==> src/rtl/serdiv_load_port.sv <==
module serdiv_load_port #(
  parameter int REF_W = 14,
  parameter int A_W = 7,
  parameter int N_W = 10,
  parameter int SYNC_STAGES = 2
) (
  input  logic             clk,
  input  logic             rst_n,
  input  logic             ser_clk,
  input  logic             ser_data,
  input  logic             ser_en,
  output logic [REF_W-1:0] ref_div,
  output logic [A_W-1:0]   swallow,
  output logic [N_W-1:0]   main_div
);
  localparam int AN_W = A_W + N_W;
  localparam int WORD_W = (AN_W > REF_W) ? AN_W : REF_W;
  localparam int SR_W = WORD_W + 1;

  logic [SYNC_STAGES-1:0] clk_q, dat_q, en_q;
  logic sclk_d;
  logic [SR_W-1:0] sr;

  always_ff @(posedge clk or negedge rst_n) begin
    if (!rst_n) begin
      clk_q <= '0;
      dat_q <= '0;
      en_q  <= '0;
      sclk_d <= 1'b0;
    end else begin
      clk_q <= {clk_q[SYNC_STAGES-2:0], ser_clk};
      dat_q <= {dat_q[SYNC_STAGES-2:0], ser_data};
      en_q  <= {en_q[SYNC_STAGES-2:0], ser_en};
      sclk_d <= clk_q[SYNC_STAGES-1];
    end
  end

  wire sclk_s = clk_q[SYNC_STAGES-1];
  wire dat_s  = dat_q[SYNC_STAGES-1];
  wire en_s   = en_q[SYNC_STAGES-1];
  wire sclk_rise = sclk_s & ~sclk_d;
  wire ctl = sr[0];

  always_ff @(posedge clk or negedge rst_n) begin
    if (!rst_n) sr <= '0;
    else if (sclk_rise) sr <= {sr[SR_W-2:0], dat_s};
  end

  always_ff @(posedge clk or negedge rst_n) begin
    if (!rst_n) begin
      ref_div  <= '0;
      swallow  <= '0;
      main_div <= '0;
    end else if (en_s) begin
      if (ctl) ref_div <= sr[REF_W:1];
      else {main_div, swallow} <= sr[AN_W:1];
    end
  end
endmodule


==> config.mk <==
export PLATFORM = sky130hd
export DESIGN_NAME = serdiv_load_port
export DESIGN_NICKNAME = d
export VERILOG_FILES = /design/src/rtl/serdiv_load_port.sv
export SDC_FILE = /design/constraint.sdc
export NUM_CORES = 1
export LEC_CHECK = 0
export BUFFER_PORTS_ARGS = -buffer_cell sky130_fd_sc_hd__clkbuf_2
export CAP_MARGIN = 20
export CORE_UTILIZATION = 56
export CTS_BUF_LIST = sky130_fd_sc_hd__clkbuf_4 sky130_fd_sc_hd__clkbuf_8
export DETAILED_ROUTE_END_ITERATION = 8
export GPL_TIMING_DRIVEN = 0
export PLACE_DENSITY = 0.84
export SETUP_SLACK_MARGIN = 0.15
export SLEW_MARGIN = 25
export SYNTH_ARGS = -nofsm -noshare
export SYNTH_HDL_FRONTEND = slang
export SYNTH_SLANG_ARGS = --single-unit
==> constraint.sdc <==
create_clock -name clk -period 3.2 [get_ports clk]
set_clock_uncertainty 0.1 [all_clocks]
set_input_delay 0.8 -clock clk [delete_from_list [all_inputs] [get_ports clk]]
set_output_delay 0.8 -clock clk [all_outputs]
set_load 0.05 [all_outputs]
==> impl_metrics.yaml <==
status:
  status: "complete, no violations"
clocking:
  hold_buffers: 0
  cts_sinks: 56
  clockBufferDepth: 2
  post_cts_resized: 0
  cts-buffers-inserted: 5
  cts.clk_slew.worst_paths_ns: 0.10
  ctsRootBufferMaster: "clkbuf_8"
  insertion_delay_ns: 0.31
  cts_tree: "built"
  ctsHtreeMaxLevel: 2
  postCtsSetupBuffers: 0
worst_setup_path:
  r2r.worst_path.cells: 3
  arrival_ns: 0.98
  cp.required_ns: 2.30
  slowest_stage: "dfrtp_1"
  critPathMaxFanout: 2
  ff2ff_setup_slack_ns: 1.78
  critPathBufInv: 1
  cp-start-kind: "flip-flop"
  path_cells: "clkbuf_2"
  r2r_start: "sr[0]$_DFFE_PN0P_"
  critPathTopFamily: "flip-flops"
  slowest_delay_ns: 0.37
  cp-end-kind: "output pin"
  timing.rr.end: "ref_div[6]$_DFFE_PN0P_"
  crit_type: "flip-flop to output pin"
sta:
  worstMarginPinSlew_ns: 0.7249
  period_minus_slack_ns: 1.877
  slew_violations: 0
  final-hold-violation-count: 0
  setup_violations: 0
  rsz0062_at_grt: "no"
  layout_worst_path_cycle_share_pct: 58.66
  clock.fmax_mhz: 532.8
  finalSetupTns_ns: 0
  relSlewSlack_pct: 51.67
placed_design:
  port-buffer-count: 35
  dp.final_hpwl_um: 2020
  place.gp.congestion: 0.7052
floorplanning:
  top_level_ports: 36
  dieWidth_um: 62.77
  rows: 21
  core-area_um2: 3442
  die_h_um: 62.77
  dieArea_um2: 3940
  start_util_pct: 60.09
final_layout:
  diodes: 0
  drive_gt1_share_pct: 62.18
  multiInputGateArea_um2: 605.6
  fill_cells: 236
  fin_nets: 160
  utilization_pct: 70.16
  final-seq-area_um2: 1401
  synthToLayoutAreaGrowth_pct: 16.76
hold_path:
  min_path_type: "flip-flop to flip-flop"
  holdPathEnd: "dat_q[1]$_DFF_PN0_"
  hold_depth: 0
  hold_path.startpoint: "dat_q[0]$_DFF_PN0_"
grt:
  gr-usage-all-layers_pct: 19.21
  grt_pass1_vias: 1128
  grt_max_degree: 57
  grt_pass1_wl_um: 5540
  antenna_found_initial: 0
  grt-ovfl-total: 0
routing:
  route.antenna.remaining_nets: 0
  drc_errors: 0
  wl_per_cell_um: 15.65
  route.vias.total: 1032
  drtPass1Iterations: 2
  vias_per_cell: 5.109
  wl_um: 3162
  drt_iter0_markers: 63
yosys:
  synth_area_leaders: "dfrtp_1 (68%), mux2_2 (21%), mux2_4 (7.3%)"
  ys_ff_latch: 56
  netlist_instances: 113
  yosysTopAreaCellShare_pct: 67.76
  synth_area_um2: 2068
  synth_top_family_by_area: "multiplexers"
  ys_types: 9
  synth_xor_area_share_pct: 0
  synth.yosys.warnings: 0
  synth_top_area_cell: "dfrtp_1"
  ys_seq_area_share_pct: 67.76
  synthAdderAreaFrac_pct: 0
  synth_mux_area_share_pct: 28.49
  syn-num-nets: 118
  synthesis.area_per_instance_um2: 18.30
  synth_compound_area_share_pct: 0
  synthSimpleGateAreaFrac_pct: 0.7864
flow_run:
  max-cap-violations: 0
-- registers in the layout, summed over array words and instances (netlist names) --
register / count
dat_q: 2
main_div: 10
ref_div: 14
swallow: 7
sr: 18
sclk_d: 1
clk_q: 2
en_q: 2
-- kinds of logic after synthesis --
| group | count (synthesis) |
|---|---|
| buffers and inverters | 5 |
| AND/OR/NAND/NOR | 3 |
| multiplexers | 49 |
| flip-flops | 56 |
-- placed cells by master (no fill, tap or decap), types with 3 or more instances in the layout --
cell type	count
mux2_2	39
clkbuf_2	34
clkbuf_8	5
dfrtp_1	56
buf_6	3
mux2_4	10
-- stage by stage --
stage | hold slack, ns | worst slack [ns] | instances | instance area (um2)
finish | 0.2565 | 1.323 | 202 | 2415
CTS | 0.2597 | 1.306 | 202 | 2415
detailed placement | 0.2378 | 1.660 | 194 | 2303
global route | 0.2811 | 1.279 | 202 | 2415
floorplan | 0.2312 | 1.700 | 113 | 2068
global placement | 0.2342 | 1.157 | 194 | 2301
-- per-layer routing --
layer / global-route usage (%) / share of wire, % / vias up
li1: - / - / 473
met1: 24.11 / 45 / 520
met2: 30.43 / 49 / 30
met3: 5.657 / 4.1 / 9
met4: 9.593 / 2.6 / 0
met5: 0 / 0 / -
-- area by class of cell --
cell class	count	share of cell area [%]
Sequential cell	56	58.03
Multi-Input combinational cell	52	25.08
Timing Repair Buffer	35	7.357
Clock buffer	5	2.850
Buffer	5	2.539
Tap cell	46	2.383
Clock inverter	3	1.762
-- worst max path at each step --
stage / from / to / slack (ns) / cells past startpoint
after floorplan: main_div[5]$_DFFE_PN0P_ / main_div[5] / 1.70 / 0
after global placement: rst_n / ref_div[9]$_DFFE_PN0P_ / 1.16 / 1
after detailed placement: main_div[8]$_DFFE_PN0P_ / main_div[8] / 1.66 / 1
after CTS: main_div[8]$_DFFE_PN0P_ / main_div[8] / 1.31 / 1
after global routing: swallow[1]$_DFFE_PN0P_ / swallow[1] / 1.28 / 1
final: ref_div[1]$_DFFE_PN0P_ / ref_div[1] / 1.32 / 1
-- synthesized netlist by cell type, drive strengths merged --
library cell	count
buf	5
nand2b	1
nor2b	1
dfrtp	56
nand2	1
mux2	49
Power is not shown: default switching activity piles up to over one toggle a cycle in this logic, so the estimate is an artifact.
